$ cat config.mk
export PLATFORM = sky130hd
export DESIGN_NAME = acc_store_round
export DESIGN_NICKNAME = d
export VERILOG_FILES = /design/src/rtl/acc_store_round_pkg.sv /design/src/rtl/acc_round_lane.sv /design/src/rtl/acc_out_stage.sv /design/src/rtl/acc_store_round.sv
export SDC_FILE = /design/constraint.sdc
export NUM_CORES = 1
export LEC_CHECK = 0
export BUFFER_PORTS_ARGS = -buffer_cell sky130_fd_sc_hd__buf_2
export CAP_MARGIN = 20
export CELL_PAD_IN_SITES_DETAIL_PLACEMENT = 0
export CELL_PAD_IN_SITES_GLOBAL_PLACEMENT = 2
export CORE_UTILIZATION = 30
export DETAILED_ROUTE_END_ITERATION = 6
export PLACE_DENSITY = 0.86
export SETUP_SLACK_MARGIN = 0.5
export SYNTH_ARGS = -nofsm -noshare
export SYNTH_HDL_FRONTEND = slang
export SYNTH_SLANG_ARGS = --single-unit
export TNS_END_PERCENT = 20
$ cat constraint.sdc
create_clock -name clk -period 4.45 [get_ports clk]
set_clock_uncertainty 0.05 [all_clocks]
set_input_delay 0.2225 -clock clk [delete_from_list [all_inputs] [get_ports clk]]
set_output_delay 0.2225 -clock clk [all_outputs]
set_load 0.01 [all_outputs]
$ cat src/rtl/acc_store_round_pkg.sv
package acc_store_round_pkg;
  typedef enum logic [1:0] {
    KIND_INT  = 2'd0,
    KIND_WIDE = 2'd1,
    KIND_NARW = 2'd2
  } store_kind_t;

  function automatic store_kind_t pick_kind(input logic frac, input logic narrow);
    if (!frac)  return KIND_INT;
    if (narrow) return KIND_NARW;
    return KIND_WIDE;
  endfunction
endpackage

$ cat src/rtl/acc_round_lane.sv
module acc_round_lane #(
  parameter int ACC_W = 48,
  parameter int DROP  = 8,
  parameter int RES_W = 32
) (
  input  logic [ACC_W-1:0] acc_i,
  input  logic             rnd_en_i,
  output logic [RES_W-1:0] val_o,
  output logic             ovf_o
);
  localparam int KEEP_W = ACC_W - DROP;
  localparam int HI_W   = KEEP_W - RES_W + 2;
  localparam logic [DROP-1:0] HALF = {1'b1, {(DROP-1){1'b0}}};

  logic [KEEP_W-1:0] keep;
  logic [DROP-1:0]   disc;
  logic              inc;
  logic [KEEP_W:0]   sum;
  logic [HI_W-1:0]   hi;
  logic              fits;

  always_comb begin
    keep  = acc_i[ACC_W-1:DROP];
    disc  = acc_i[DROP-1:0];
    inc   = rnd_en_i && ((disc > HALF) || ((disc == HALF) && keep[0]));
    sum   = {keep[KEEP_W-1], keep} + {{KEEP_W{1'b0}}, inc};
    hi    = sum[KEEP_W:RES_W-1];
    fits  = (&hi) || !(|hi);
    ovf_o = !fits;
    if (fits)
      val_o = sum[RES_W-1:0];
    else if (sum[KEEP_W])
      val_o = {1'b1, {(RES_W-1){1'b0}}};
    else
      val_o = {1'b0, {(RES_W-1){1'b1}}};
  end
endmodule

$ cat src/rtl/acc_out_stage.sv
module acc_out_stage #(
  parameter int OUT_W = 32
) (
  input  logic             clk,
  input  logic             rst,
  input  logic             load_i,
  input  logic [OUT_W-1:0] val_i,
  input  logic             ovf_i,
  output logic [OUT_W-1:0] val_q,
  output logic             ovf_q,
  output logic             vld_q
);
  always_ff @(posedge clk) begin
    if (rst) begin
      val_q <= '0;
      ovf_q <= 1'b0;
      vld_q <= 1'b0;
    end else begin
      vld_q <= load_i;
      if (load_i) begin
        val_q <= val_i;
        ovf_q <= ovf_i;
      end
    end
  end
endmodule

$ cat src/rtl/acc_store_round.sv
module acc_store_round
  import acc_store_round_pkg::*;
#(
  parameter int ACC_W    = 48,
  parameter int GUARD    = 8,
  parameter int OUT_W    = 32,
  parameter int NARROW_W = 16
) (
  input  logic             clk,
  input  logic             rst,
  input  logic             store_en,
  input  logic [ACC_W-1:0] acc_in,
  input  logic             mode_narrow,
  input  logic             mode_frac,
  input  logic             mode_rnd,
  output logic [OUT_W-1:0] res,
  output logic             res_vld,
  output logic             ovf
);
  localparam int NLANE = 2;

  logic [OUT_W-1:0] lane_val [NLANE];
  logic             lane_ovf [NLANE];
  logic [OUT_W-1:0] nxt_val;
  logic             nxt_ovf;
  store_kind_t      kind;

  for (genvar g = 0; g < NLANE; g++) begin : g_lane
    localparam int RW = (g == 0) ? OUT_W : NARROW_W;
    localparam int DR = ACC_W - GUARD - RW;
    logic [RW-1:0] v;
    logic          o;
    acc_round_lane #(.ACC_W(ACC_W), .DROP(DR), .RES_W(RW)) u_lane (
      .acc_i   (acc_in),
      .rnd_en_i((g == 0) ? mode_rnd : 1'b1),
      .val_o   (v),
      .ovf_o   (o)
    );
    assign lane_val[g] = OUT_W'($signed(v));
    assign lane_ovf[g] = o;
  end

  always_comb begin
    kind = pick_kind(mode_frac, mode_narrow);
    unique case (kind)
      KIND_WIDE: begin nxt_val = lane_val[0]; nxt_ovf = lane_ovf[0]; end
      KIND_NARW: begin nxt_val = lane_val[1]; nxt_ovf = lane_ovf[1]; end
      default:   begin nxt_val = acc_in[OUT_W-1:0]; nxt_ovf = 1'b0; end
    endcase
  end

  acc_out_stage #(.OUT_W(OUT_W)) u_out (
    .clk   (clk),
    .rst   (rst),
    .load_i(store_en),
    .val_i (nxt_val),
    .ovf_i (nxt_ovf),
    .val_q (res),
    .ovf_q (ovf),
    .vld_q (res_vld)
  );

  AST_VLD_LATENCY: assert property (@(posedge clk) disable iff (rst)
    res_vld == $past(store_en));
  AST_HOLD_IDLE: assert property (@(posedge clk) disable iff (rst)
    !res_vld |-> ($stable(res) && $stable(ovf)));
  AST_INT_NO_OVF: assert property (@(posedge clk) disable iff (rst)
    (res_vld && !$past(mode_frac)) |-> !ovf);
  AST_NARROW_SEXT: assert property (@(posedge clk) disable iff (rst)
    (res_vld && $past(mode_frac) && $past(mode_narrow))
      |-> ((&res[OUT_W-1:NARROW_W-1]) || !(|res[OUT_W-1:NARROW_W-1])));
  AST_SAT_CODE: assert property (@(posedge clk) disable iff (rst)
    ovf |-> (res == {1'b0, {(OUT_W-1){1'b1}}} || res == {1'b1, {(OUT_W-1){1'b0}}} ||
             res == OUT_W'({1'b0, {(NARROW_W-1){1'b1}}}) ||
             res == {{(OUT_W-NARROW_W+1){1'b1}}, {(NARROW_W-1){1'b0}}}));
endmodule

==> impl_metrics.toml <==
[critical_path]
required_ps = 4630
critical_path.most_common_cell = "ha_1"
critPathMaxStageDelay_ps = 540
path_class = "primary input to register"
crit_path_cell_trace = "buf_2 -> nor4_1 -> nand2_1 -> and3_1 -> ha_1 -> ha_1 -> nand3_1 -> nor3_2 -> nand4_2 -> xor2_1 -> nor4_2 -> o21a_2 -> o21ai_0 -> a31oi_1"
cpMaxStageDelayCell = "o21a_2"
worstPathMaxFanout = 31
critical_path_arrival_ps = 3590
critPathLaunchType = "primary input"
end_kind = "register"

[logic_synthesis]
yosysTopAreaCellShare_pct = 21.0
synth-async-reset-ratio_pct = 0
yosysTopAreaCell = "dfxtp_1"
ys_ff_latch = 34
syn-cell-area_mm2 = 0.00325
yosys_warnings = 0
synth_cell_types = 51
netlist_instances = 442
synth_edf_count = 0
synth-main-ff-cell = "dfxtp_1"
ys_seq_area_share_pct = 21.0
synth_fp_nets = 501
synthTopCellsByArea = "dfxtp_1 (21%), xor2_1 (6.5%), xnor2_1 (6.2%)"
syn_avg_cell_area_um2 = 7.35

[finish]
num_antenna_cells = 0
utilization_pct = 36.9
area_growth_pct = 18.3
drive_gt1_share_pct = 24.0
fillers = 1160
finalInstanceArea_mm2 = 0.00384
nets = 562

[route]
ant_nets = 0
drc_errors = 0
wl_um = 11200
firstDrtPassIters = 5
drt-initial-drc-count = 195
vias = 3588
wire_per_inst_um = 17.5
viasPerCell = 5.61

[pwr]
vdd_drop_max_mv = 0.135
p_leak_nw = 1.47
power_w = 0.000938
powerDensity_mw_per_mm2 = 244

[global_route]
top_usage_layer = "met2"
grt_pass1_wl_um = 18000
grt_use_total_pct = 20.4
antenna_found_initial = 0
met3_usage_pct = 2.70
grt_overflow = 0
grt_pass1_vias = 3381
grt_util_met1_pct = 27.8
met2_usage_pct = 33.4
grt_max_degree = 53

[sta]
tightest_slew_ps = 869
slew_viol_final = 0
setup_slack_ps = 1040
rsz0062_at_grt = "no"
finalHoldViolCount = 0
setup-tns-final_ps = 0
fmax_mhz = 293
fin_crit_sh_pct = 76.6
slew_headroom_pct = 42.0
min_period_ps = 3410
setup_viol = 0

[floorplan]
initial_core_util_pct = 31.2
rows = 37
core_mm2 = 0.0104
dieWidth_um = 106
die_area_mm2 = 0.0112
dieHeight_um = 106
num_io_pins = 88

[clock_tree]
postCtsResizedCells = 0
root_buffer = "clkbuf_8"
cts.sinks = 34
clk_latency_ps = 300
h-tree-depth = 2
tritoncts = "yes"
holdBufCountCts = 0
postCtsSetupBuffers = 0
clockBufferDepth = 2
clkTransAtPathRegs_ps = 70
cts_inserted_buffers = 5

[placement]
port_buffers = 87
dp_worst_setup_slack_ps = 722
place.gp.congestion = 0.895
dp_hpwl_um = 8670
placed_area_mm2 = 0.00370

[worst_hold_path]
hold_class = "primary input to register"

[outcome]
outcome = "completed"

[flow_run]
max_cap_viol_count = 0
## sequential cells by signal, indices dropped and copies added (netlist names)
register,count
u_out.val_q,32
u_out.ovf_q,1
u_out.vld_q,1
## report_power, final
group	internal [W]	switching, W	leakage [nW]
Combinational	0.0000873	0.000143	1.12
Sequential	0.000327	0.0000115	0.282
Clock	0.000239	0.000131	0.0714
Total	0.000653	0.000285	1.47
## per-layer routing
metal  wire length, µm  up-vias
li1                  -     1764
met1              5220     1694
met2              5260      110
met3               527       20
met4               223        0
met5                 0        -
## worst max-delay path, delay by kind of cell
kind	cells	cell delay (ps)
simple gates	7	1680
compound gates	3	1000
fa+ha+maj	2	340
xor+xnor	1	200
buf+inv	1	120
## cell families (layout without fill, tap and decap cells)
group	Yosys count	after routing	synth area share [%]
compound gates	145	145	27.9
xor+xnor	47	47	12.7
fa+ha+maj	5	5	1.93
buf+inv	41	103	5.97
flops	34	34	21.0
mux	2	2	0.616
simple gates	168	168	30.0
## path summary, 6_finish.rpt
check | to | cells past startpoint | startpoint | slack [ps]
hold reg to reg | u_out.val_q[16] | 2 | u_out.val_q[16] | 430
setup / recovery | u_out.val_q[13] | 14 | acc_in[8] | 1040
setup reg to reg | u_out.val_q[0] | 3 | u_out.val_q[0] | 3600
hold / removal | u_out.val_q[5] | 3 | acc_in[5] | 180
## per-stage QoR
step                      instances  hold slack (ps)
after floorplan                 442              370
after global placement          632              413
after detailed placement        632              419
after CTS                       640              186
after global routing            640              202
final                           640              180
## area by class of cell
class | instances | area (µm²) | area share (%)
clock inverter | 2 | 60.1 | 1.56
sequential | 34 | 681 | 17.7
timing repair buffer | 90 | 458 | 11.9
tap | 136 | 170 | 4.43
inverter | 5 | 18.8 | 0.488
multi-input combinational | 367 | 2370 | 61.8
clock buffer | 6 | 82.6 | 2.15
## Yosys cell counts (all sizes together) (2+ instances only)
cell type and count:
inv 5, nor2 39, a211oi 14, dfxtp 34, o21ai 53, and3 9
and4 7, a21o 3, nor2b 4, nand3 23, buf 14, o21a 3
nor3 15, or3 2, mux2i 2, o21bai 14, nand2 19, xnor2 23
nor4 17, and2 6, or2 3, a21oi 18, clkbuf 22, a31oi 17
nand2b 4, o31ai 2, ha 5, a21boi 13, nand4 17, a41oi 3
xor2 24
## cells in the final DEF, fill, tap and decap left out, drive strengths merged, types with 2 or more instances in the layout
| cell type | instances |
|---|---|
| a21boi | 13 |
| xor2 | 24 |
| nand2 | 19 |
| xnor2 | 23 |
| or3 | 2 |
| nor2 | 39 |
| dfxtp | 34 |
| o21ai | 53 |
| clkbuf | 6 |
| ha | 5 |
| a211oi | 14 |
| buf | 90 |
| inv | 5 |
| nor3 | 15 |
| o31ai | 2 |
| nor2b | 4 |
| or2 | 3 |
| nand2b | 4 |
| o21bai | 14 |
| nor4 | 17 |
| and4 | 7 |
| a21o | 3 |
| a41oi | 3 |
| mux2i | 2 |
| and3 | 9 |
| and2 | 6 |
| bufinv | 2 |
| nand4 | 17 |
| a21oi | 18 |
| o21a | 3 |
| a31oi | 17 |
| nand3 | 23 |
Power figures use the tool's default switching activity.
